<file path="config.mk">
export PLATFORM = sky130hd
export DESIGN_NAME = mcflush_top
export DESIGN_NICKNAME = d
export VERILOG_FILES = /design/src/rtl/mcflush_pkg.sv /design/src/rtl/mcflush_csr.sv /design/src/rtl/mcflush_track.sv /design/src/rtl/mcflush_array.sv /design/src/rtl/mcflush_top.sv
export SDC_FILE = /design/constraint.sdc
export NUM_CORES = 1
export LEC_CHECK = 0
export ABC_AREA = 1
export BUFFER_PORTS_ARGS = -buffer_cell sky130_fd_sc_hd__buf_2
export CORE_MARGIN = 2
export CORE_UTILIZATION = 25
export CTS_BUF_LIST = sky130_fd_sc_hd__clkbuf_8
export DETAILED_ROUTE_END_ITERATION = 8
export GPL_TIMING_DRIVEN = 0
export PLACE_DENSITY = 0.48
export SYNTH_ARGS = -nofsm -noshare
export SYNTH_HDL_FRONTEND = slang
export SYNTH_HIERARCHICAL = 1
export SYNTH_SLANG_ARGS = --single-unit
</file>
<file path="constraint.sdc">
create_clock -name clk -period 2.6 [get_ports clk]
set_input_delay 0.13 -clock clk [delete_from_list [all_inputs] [get_ports clk]]
set_output_delay 0.13 -clock clk [all_outputs]
set_load 0.02 [all_outputs]
</file>
<file path="src/rtl/mcflush_pkg.sv">
package mcflush_pkg;

    // word offsets of the register map
    localparam int unsigned OFF_ALLOW     = 0;
    localparam int unsigned OFF_HOTRST    = 1;
    localparam int unsigned OFF_STAT_BASE = 2;

    typedef enum logic [1:0] {
        SEL_NONE,
        SEL_ALLOW,
        SEL_HOTRST,
        SEL_STAT
    } csr_sel_e;

endpackage

</file>
<file path="src/rtl/mcflush_csr.sv">
module mcflush_csr
    import mcflush_pkg::*;
#(
    parameter int N      = 15,
    parameter int ADDR_W = 5,
    parameter int DATA_W = 32,
    parameter int CNT_W  = 4
) (
    input  logic                      clk,
    input  logic                      rst_n,
    input  logic                      csr_we,
    input  logic [ADDR_W-1:0]         csr_addr,
    input  logic [DATA_W-1:0]         csr_wdata,
    output logic [DATA_W-1:0]         csr_rdata,
    input  logic [N-1:0][CNT_W-1:0]   stat_cnt,
    output logic [N-1:0]              allow,
    output logic [N-1:0]              hot_rst_n
);

    localparam int IDX_W = (N > 1) ? $clog2(N) : 1;
    localparam logic [ADDR_W-1:0] A_ALLOW  = ADDR_W'(OFF_ALLOW);
    localparam logic [ADDR_W-1:0] A_HOTRST = ADDR_W'(OFF_HOTRST);
    localparam logic [ADDR_W-1:0] A_STAT   = ADDR_W'(OFF_STAT_BASE);
    localparam logic [ADDR_W-1:0] A_END    = ADDR_W'(OFF_STAT_BASE + N);

    typedef struct packed {
        logic [N-1:0] allow;
        logic [N-1:0] rstn;
    } csr_state_t;

    csr_state_t        state_d, state_q;
    csr_sel_e          sel;
    logic [ADDR_W-1:0] stat_off;
    logic [IDX_W-1:0]  stat_idx;

    // address decode
    always_comb begin
        sel      = SEL_NONE;
        stat_off = csr_addr - A_STAT;
        stat_idx = stat_off[IDX_W-1:0];
        if (csr_addr == A_ALLOW) begin
            sel = SEL_ALLOW;
        end else if (csr_addr == A_HOTRST) begin
            sel = SEL_HOTRST;
        end else if (csr_addr >= A_STAT && csr_addr < A_END) begin
            sel = SEL_STAT;
        end
    end

    // next state and read data
    always_comb begin
        state_d = state_q;
        if (csr_we && sel == SEL_ALLOW) begin
            state_d.allow = csr_wdata[N-1:0];
        end
        if (csr_we && sel == SEL_HOTRST) begin
            state_d.rstn = csr_wdata[N-1:0];
        end

        unique case (sel)
            SEL_ALLOW:  csr_rdata = DATA_W'(state_q.allow);
            SEL_HOTRST: csr_rdata = DATA_W'(state_q.rstn);
            SEL_STAT:   csr_rdata = DATA_W'(stat_cnt[stat_idx]);
            default:    csr_rdata = '0;
        endcase
    end

    always_ff @(posedge clk or negedge rst_n) begin
        if (!rst_n) begin
            state_q.allow <= '1;
            state_q.rstn  <= '1;
        end else begin
            state_q <= state_d;
        end
    end

    assign allow     = state_q.allow;
    assign hot_rst_n = state_q.rstn;

    // reset outputs follow a write to the reset word one cycle later
    a_r8_hotrst_follows_write: assert property (@(posedge clk) disable iff (!rst_n)
        (csr_we && csr_addr == A_HOTRST) |=> (hot_rst_n == $past(csr_wdata[N-1:0])));

    // writes aimed at status words leave both control words alone
    a_r10_stat_write_inert: assert property (@(posedge clk) disable iff (!rst_n)
        (csr_we && csr_addr >= A_STAT) |=> ($stable(allow) && $stable(hot_rst_n)));

endmodule

</file>
<file path="src/rtl/mcflush_track.sv">
module mcflush_track #(
    parameter int CNT_W = 4
) (
    input  logic             clk,
    input  logic             rst_n,
    input  logic             allow,
    input  logic             cli_req,
    output logic             cli_rdy,
    output logic             mem_valid,
    input  logic             mem_ready,
    input  logic             mem_done,
    output logic [CNT_W-1:0] count
);

    localparam logic [CNT_W-1:0] CNT_MAX = '1;
    localparam logic [CNT_W-1:0] CNT_ONE = CNT_W'(1);

    typedef struct packed {
        logic [CNT_W-1:0] count;
    } trk_state_t;

    trk_state_t state_d, state_q;
    logic       full, open_q, take, retire;

    always_comb begin
        full      = (state_q.count == CNT_MAX);
        open_q    = allow && !full;
        mem_valid = cli_req && open_q;
        cli_rdy   = open_q && mem_ready;
        take      = cli_req && cli_rdy;
        retire    = mem_done && (state_q.count != '0);

        state_d = state_q;
        unique case ({take, retire})
            2'b10:   state_d.count = state_q.count + CNT_ONE;
            2'b01:   state_d.count = state_q.count - CNT_ONE;
            default: state_d.count = state_q.count;
        endcase
    end

    always_ff @(posedge clk or negedge rst_n) begin
        if (!rst_n) begin
            state_q.count <= '0;
        end else begin
            state_q <= state_d;
        end
    end

    assign count = state_q.count;

    // the in-flight count moves by at most one per cycle
    a_r4_single_step: assert property (@(posedge clk) disable iff (!rst_n)
        1'b1 |=> (count == $past(count) || count == $past(count) + CNT_ONE
                  || count == $past(count) - CNT_ONE));

    // an idle counter never goes below zero
    a_r6_no_underflow: assert property (@(posedge clk) disable iff (!rst_n)
        (count == '0) |=> (count <= CNT_ONE));

    // a saturated counter never wraps
    a_r7_no_wrap: assert property (@(posedge clk) disable iff (!rst_n)
        (count == CNT_MAX) |=> (count != '0));

endmodule

</file>
<file path="src/rtl/mcflush_array.sv">
module mcflush_array #(
    parameter int N     = 15,
    parameter int CNT_W = 4
) (
    input  logic                    clk,
    input  logic                    rst_n,
    input  logic [N-1:0]            allow,
    input  logic [N-1:0]            cli_req,
    output logic [N-1:0]            cli_rdy,
    output logic [N-1:0]            mem_valid,
    input  logic [N-1:0]            mem_ready,
    input  logic [N-1:0]            mem_done,
    output logic [N-1:0][CNT_W-1:0] count
);

    for (genvar i = 0; i < N; i++) begin : g_client
        mcflush_track #(.CNT_W(CNT_W)) u_track (
            .clk       (clk),
            .rst_n     (rst_n),
            .allow     (allow[i]),
            .cli_req   (cli_req[i]),
            .cli_rdy   (cli_rdy[i]),
            .mem_valid (mem_valid[i]),
            .mem_ready (mem_ready[i]),
            .mem_done  (mem_done[i]),
            .count     (count[i])
        );
    end

endmodule

</file>
<file path="src/rtl/mcflush_top.sv">
module mcflush_top
    import mcflush_pkg::*;
#(
    parameter int N      = 15,
    parameter int ADDR_W = 5,
    parameter int DATA_W = 32,
    parameter int CNT_W  = 4
) (
    input  logic              clk,
    input  logic              rst_n,
    input  logic              csr_we,
    input  logic [ADDR_W-1:0] csr_addr,
    input  logic [DATA_W-1:0] csr_wdata,
    output logic [DATA_W-1:0] csr_rdata,
    input  logic [N-1:0]      cli_req,
    output logic [N-1:0]      cli_rdy,
    output logic [N-1:0]      mem_valid,
    input  logic [N-1:0]      mem_ready,
    input  logic [N-1:0]      mem_done,
    output logic [N-1:0]      client_rst_n
);

    localparam logic [ADDR_W-1:0] A_ALLOW = ADDR_W'(OFF_ALLOW);

    logic [N-1:0]            allow;
    logic [N-1:0][CNT_W-1:0] count;

    mcflush_csr #(.N(N), .ADDR_W(ADDR_W), .DATA_W(DATA_W), .CNT_W(CNT_W)) u_csr (
        .clk       (clk),
        .rst_n     (rst_n),
        .csr_we    (csr_we),
        .csr_addr  (csr_addr),
        .csr_wdata (csr_wdata),
        .csr_rdata (csr_rdata),
        .stat_cnt  (count),
        .allow     (allow),
        .hot_rst_n (client_rst_n)
    );

    mcflush_array #(.N(N), .CNT_W(CNT_W)) u_array (
        .clk       (clk),
        .rst_n     (rst_n),
        .allow     (allow),
        .cli_req   (cli_req),
        .cli_rdy   (cli_rdy),
        .mem_valid (mem_valid),
        .mem_ready (mem_ready),
        .mem_done  (mem_done),
        .count     (count)
    );

    // a cleared allow bit stops the client from the next cycle on
    for (genvar i = 0; i < N; i++) begin : g_chk
        a_r2_block_after_write: assert property (@(posedge clk) disable iff (!rst_n)
            (csr_we && csr_addr == A_ALLOW && !csr_wdata[i])
                |=> (!mem_valid[i] && !cli_rdy[i]));
    end

endmodule

</file>
## Yosys cells after proc, flatten, opt, wreduce, memory -nomap -nowiden

Cells that the tools add are included.

- Add/subtract/negate cells: 31
- Mux-type cells: 21
- Reductions and logical operators: 124
- $lt $le $gt $ge: 3
- Equal/unequal tests: 49

Operators by type and width:

| operator | number |
|---|---|
| one-hot mux 4 bit (2 select lines) | 15 |
| logical AND 1 bit | 78 |
| adder 4 x 1 -> 4 bit (second input constant) | 15 |
| equality test 4 bit (second input constant) | 15 |
| nonzero test 4 bit | 15 |
| subtractor 4 x 1 -> 4 bit (second input constant) | 15 |
| one-hot mux 15 bit (3 select lines) | 1 |
| equality test 2 bit (second input constant) | 17 |
| equality test 2 x 1 -> 1 bit (second input constant) | 16 |
| nonzero test 2 bit | 15 |
| binary-select mux 4 bit (select 4 bit) | 1 |
| logical NOT 1 bit | 15 |
| 2-to-1 mux 2 bit | 3 |
| equality test 5 x 1 -> 1 bit (second input constant) | 1 |
| greater-or-equal comparator 5 x 2 -> 1 bit (second input constant) | 1 |
| logical NOT 5 bit | 1 |
| < comparator 4 x 5 -> 1 bit (second input constant) | 1 |
| < comparator 5 bit (second input constant) | 1 |
| 2-to-1 mux 4 bit | 1 |
| subtractor 4 x 2 -> 4 bit (second input constant) | 1 |

- Word-level logic and storage cells: 245
- Output and inout bits: 77
- Bits in registers: 90
- Input port bits: 85

## Depth between registers and ports, before layout

- Word-level depth: 7
- Mapped depth: 13

## By module

The synthesis kept the hierarchy.

By module, submodules not included:

| module | cells an instance | seq. area each (um2) | instances | area an instance (um2) |
|---|---|---|---|---|
| mcflush_track | 45 | 100.1 | 15 | 352.8 |
| mcflush_csr | 362 | 788.3 | 1 | 2489.9 |

## Worst setup path after synthesis

Ideal clock, no wire load.

- Kind: flip-flop to flip-flop
- Start point: register u_array/g_client[8].u_track/count[2] (netlist name)
- End point: register u_array/g_client[8].u_track/count[2] (netlist name)
- Arrival time: 1.755 ns
- Setup time: 0.124 ns
- Setup slack: 0.721 ns
- Period minus slack after synthesis: 1.879 ns
- Stages on the path, launching flop included: 13
- Required time: 2.476 ns
- Cell sequence: dfrtp_1 inv_2 nor4_4 nor2_2 nand3_2 ha_1 nand2_1 inv_1 nor2_2 ha_1 a21oi_1 xor2_1 o21ai_1

- Cells in the longest elaborated chain, start to end: 7
- Elaborated cells between the ends (all ways): 13

Ends and longest elaborated chain:

| item | line | source |
|---|---|---|
| equality test 4 bit | mcflush_track.sv:26 | `full = (state_q.count == CNT_MAX);` |
| logical NOT 1 bit | mcflush_track.sv:27 | `open_q = allow && !full;` |
| logical AND 1 bit | mcflush_track.sv:27 |  |
| logical AND 1 bit | mcflush_track.sv:29 | `cli_rdy = open_q && mem_ready;` |
| logical AND 1 bit | mcflush_track.sv:30 | `take = cli_req && cli_rdy;` |
| equality test 2 x 1 -> 1 bit or equality test 2 bit (tied branches) | mcflush_track.sv:34 | `unique case ({take, retire})` |
| one-hot mux 4 bit (2 select lines) or nonzero test 2 bit (tied branches) | -- |  |

Several ways; a longest one is shown, not always the timed one.
A chain may end at the register's enable or synchronous reset.

## Final worst setup path

- Start point: register u_array/g_client[0].u_track/count[2] (netlist name)
- End point: register u_array/g_client[0].u_track/count[2] (netlist name)

- Cells in the longest elaborated chain, start to end: 7
- Elaborated cells between the ends (all ways): 13

Ends and longest elaborated chain:

| item | line |
|---|---|
| equality test 4 bit | mcflush_track.sv:26 |
| logical NOT 1 bit | mcflush_track.sv:27 |
| logical AND 1 bit | mcflush_track.sv:27 |
| logical AND 1 bit | mcflush_track.sv:29 |
| logical AND 1 bit | mcflush_track.sv:30 |
| equality test 2 x 1 -> 1 bit or equality test 2 bit (tied branches) | mcflush_track.sv:34 |
| one-hot mux 4 bit (2 select lines) or nonzero test 2 bit (tied branches) | -- |

Several ways; a longest one is shown, not always the timed one.

==> metrics.md <==
| Metric | Value |
|---|---|
| Inserted Diodes | `0` |
| Synth Area in Simple Gates | `0.349` |
| Worst reg2reg path depth | `12` |
| Reg2reg end | `u_array/g_client[0].u_track/count[2]` |
| Area leader, netlist | `dfrtp_1` |
| CTS tree | `built` |
| Critical path class | `flip-flop to flip-flop` |
| Ys flop type | `dfrtp_1` |
| Post-DP HPWL | `17.2 mm` |
| Synth Area in Adders | `0.0756` |
| Asr flop ratio synth | `1.00` |
| Sink Count | `90` |
| Slew Limit Fails | `0` |
| Nets@finish | `1335` |
| Hold Crit Class | `primary input to flip-flop` |
| Commonest non-fill, non-tap cell in the layout | `nand2_1` |
| Switching Share | `0.493` |
| Pwr dens | `923 nW/um^2` |
| Hold Crit Depth | `3` |
| Layout area overhead | `19.6%` |
| Die width | `180 um` |
| Cell row count | `64` |
| Crit path max fanout | `6` |
| Routed Antenna Nets | `0` |
| Slowest stage cell, crit path | `dfrtp_1` |
| Hold Vio Cnt, Final | `0` |
| First-pass GRT wire length | `34.7 mm` |
| Fmax achieved | `454 MHz` |
| Critical-path cell list | `inv_2, nor4_4, nor2_2, nand3_2, ha_1, nand2_1, inv_1, nor2_2, ha_1, a21oi_1, xor2_1, o21ai_1` |
| Post-route DRC | `0` |
| Post-synth top area share | `0.193` |
| GRT Util Overall | `0.133` |
| DRT Pass-1 Iters | `5` |
| Worst slew margin | `0.613` |
| Synthesis-stage register bit count | `90` |
| Multiplexer share of the synthesized area | `0` |
| Start of the worst register-to-register path | `u_array/g_client[0].u_track/count[2]` |
| Hold Path End | `u_csr/hot_rst_n[5]` |
| GPL Wtd Cong | `0.838` |
| Most frequent cells in the layout | `nand2_1 (270), inv_1 (182), buf_2 (133)` |
| Largest family of logic cells by synthesized area | `simple AND/OR/NAND/NOR gates` |
| DRT iter0 DRCs | `357` |
| Total number of vias | `6884` |
| Clock transition at the registers of the reported paths | `0.09 ns` |
| Remaining Overflow, GRT | `0` |
| DR WL/cell | `13.3 um` |
| Synth warnings | `6` |
| Int Pwr | `4.36 mW` |
| Hold path start | `csr_wdata[5]` |
| Initial core utilization | `0.254` |
| Vias/cell | `4.29` |
| Cell count after synthesis | `1037` |
| Cts bufs inserted | `9` |
| Compound-cell area share of the yosys netlist | `0.101` |
| RSZ-0062 raised after global routing | `no` |
| FILL cells | `3350` |
| Comb pwr share | `0.543` |
| Worst vdd ir | `0.270 mV` |
| Root buffer cell | `clkbuf_8` |
| Crit path DAT | `2.46 ns` |
| Num ports | `162` |
| Final Setup Violations | `0` |
| Port bufs | `127` |
| Crit end category | `flip-flop` |
| Largest net degree at the start of global routing | `53` |
| Outcome | `finished clean` |
| Post-synthesis xor/xnor area fraction | `0.0518` |
| Vias in the first global route | `6576` |
| CP peak stage delay | `0.47 ns` |
| Setup Skew | `0.00992 ns` |
| CP Launch Type | `flip-flop` |
| Total power | `8.59 mW` |
| R2R setup slack | `0.40 ns` |
| Count of cell types in the netlist | `30` |
| Final TNS setup | `0 ns` |
| Die Y | `180 um` |
| Switch Pwr | `4.23 mW` |
| Layout cells sized above 1 | `0.287` |
| Htree depth | `3` |
| Setup bufs post-CTS | `0` |
| Clock latency on the worst-skew pair | `0.38 ns` |
| Pleak | `4.80 nW` |
| Post-layout minimum cycle time | `2.20 ns` |
| Area contributors post-synth | `dfrtp_1 (19%), nand2_1 (13%), dfstp_2 (10%), inv_1 (8.7%), ha_1 (7.6%)` |
| Initial antenna violation count | `0` |
| Clock buffer depth | `2` |
| CP Data Required Time | `2.86 ns` |
| Clock network power share | `0.117` |
| Total Wirelength | `21.3 mm` |
| Slew of the pin with the lowest slew margin | `0.581 ns` |
| Register area share after synthesis | `0.294` |
| Core ar. | `30600 um^2` |
| Max capacitance violation total | `0` |
| Post-Syn Area | `7780 um^2` |
| Post-synth EDFFs | `0` |
| Period utilization | `0.847` |
| Syn Area/Cell | `7.50 um^2` |
| Seq pwr share | `0.340` |
| Full die area | `32600 um^2` |
==> cells in the mapped netlist, drive strengths merged, types with 17 or more instances <==
cell type	instances
a21oi	17
buf	34
dfrtp	60
dfstp	30
ha	47
inv	195
nand2	288
nand3	114
nor2	51
nor3b	30
o21ai	76
xnor2	31
==> worst max path at each step <==
stage	from	end	slack (ns)	cells after the start
after floorplan	u_array/g_client[8].u_track/count[2]	u_array/g_client[8].u_track/count[2]	0.72	12
after global placement	rst_n	u_array/g_client[11].u_track/count[1]	0.33	1
after detailed placement	u_array/g_client[0].u_track/count[2]	u_array/g_client[0].u_track/count[2]	0.44	12
after CTS	u_array/g_client[8].u_track/count[2]	u_array/g_client[8].u_track/count[2]	0.41	12
after global routing	u_array/g_client[14].u_track/count[2]	u_array/g_client[14].u_track/count[2]	0.21	12
final	u_array/g_client[0].u_track/count[2]	u_array/g_client[0].u_track/count[2]	0.40	12
==> cells by family after synthesis <==
group	after synthesis
and+or+nand+nor	504
buffers and inverters	230
AOI/OAI and AO/OA	119
DFF	90
adders and majority gates	47
xor gates and xnor gates	46
other	1
==> what timing repair did <==
action | in CTS | in global routing
hold endpoints to repair | 44 | 0
resized for setup | 0 | 0
hold buffers | 11 | 0
setup endpoints to repair | 0 | 0
==> power groups by stage <==
| stage | Combinational (mW) | Clock, mW | Sequential (mW) |
|---|---|---|---|
| global placement | 4.58 | 0 | 2.97 |
| floorplan | 3.77 | 0 | 2.71 |
| detailed placement | 4.65 | 0 | 2.96 |
| global route | 5.35 | 1.11 | 3.06 |
| finish | 4.66 | 1.01 | 2.92 |
| CTS | 4.69 | 1.06 | 2.94 |
==> final cells by class <==
cell class,instances,area (um^2),share of cell area
clock buffer,10,138,0.0148
clock inverter,6,58.8,0.00632
inverter,195,732,0.0786
sequential,90,2290,0.246
buffer,35,260,0.0280
multi-input combinational,733,4560,0.490
timing repair buffer,139,776,0.0833
tap,396,495,0.0532
==> worst max-delay path: cells and delay by family (launching register included) <==
kind                       cells  cell delay (ns)
AOI/OAI and AO/OA              2             0.22
DFF                            1             0.47
buffers and inverters          2             0.16
xor gates and xnor gates       1             0.15
and+or+nand+nor                5             0.69
adders and majority gates      2             0.41
==> routing by layer <==
layer	part of all wire	vias to the layer above	routed length [um]	global-route usage
met5	0	-	0	0
met4	0.014	0	293	0.0329
met3	0.035	16	752	0.0204
li1	-	3583	-	-
met1	0.50	3149	10600	0.183
met2	0.46	136	9710	0.219
==> sequential cells by signal, summed over array words and instances, names as in the netlist <==
signal                          flops
u_array/g_client.u_track/count     60
u_csr/allow                        15
u_csr/hot_rst_n                    15
==> metrics by stage <==
step / setup slack (ns) / area (um^2) / hold slack (ns) / instances / utilization
floorplan: 0.721 / 7840 / -0.166 / 1053 / -
global placement: 0.326 / 8970 / 0.392 / 1576 / 0.293
detailed placement: 0.440 / 9000 / 0.170 / 1577 / 0.294
CTS: 0.407 / 9310 / 0.00503 / 1604 / 0.304
global route: 0.210 / 9310 / 0.0160 / 1604 / 0.304
finish: 0.397 / 9310 / 0.0184 / 1604 / 0.304
No activity file was read; power rests on OpenSTA's default activity.
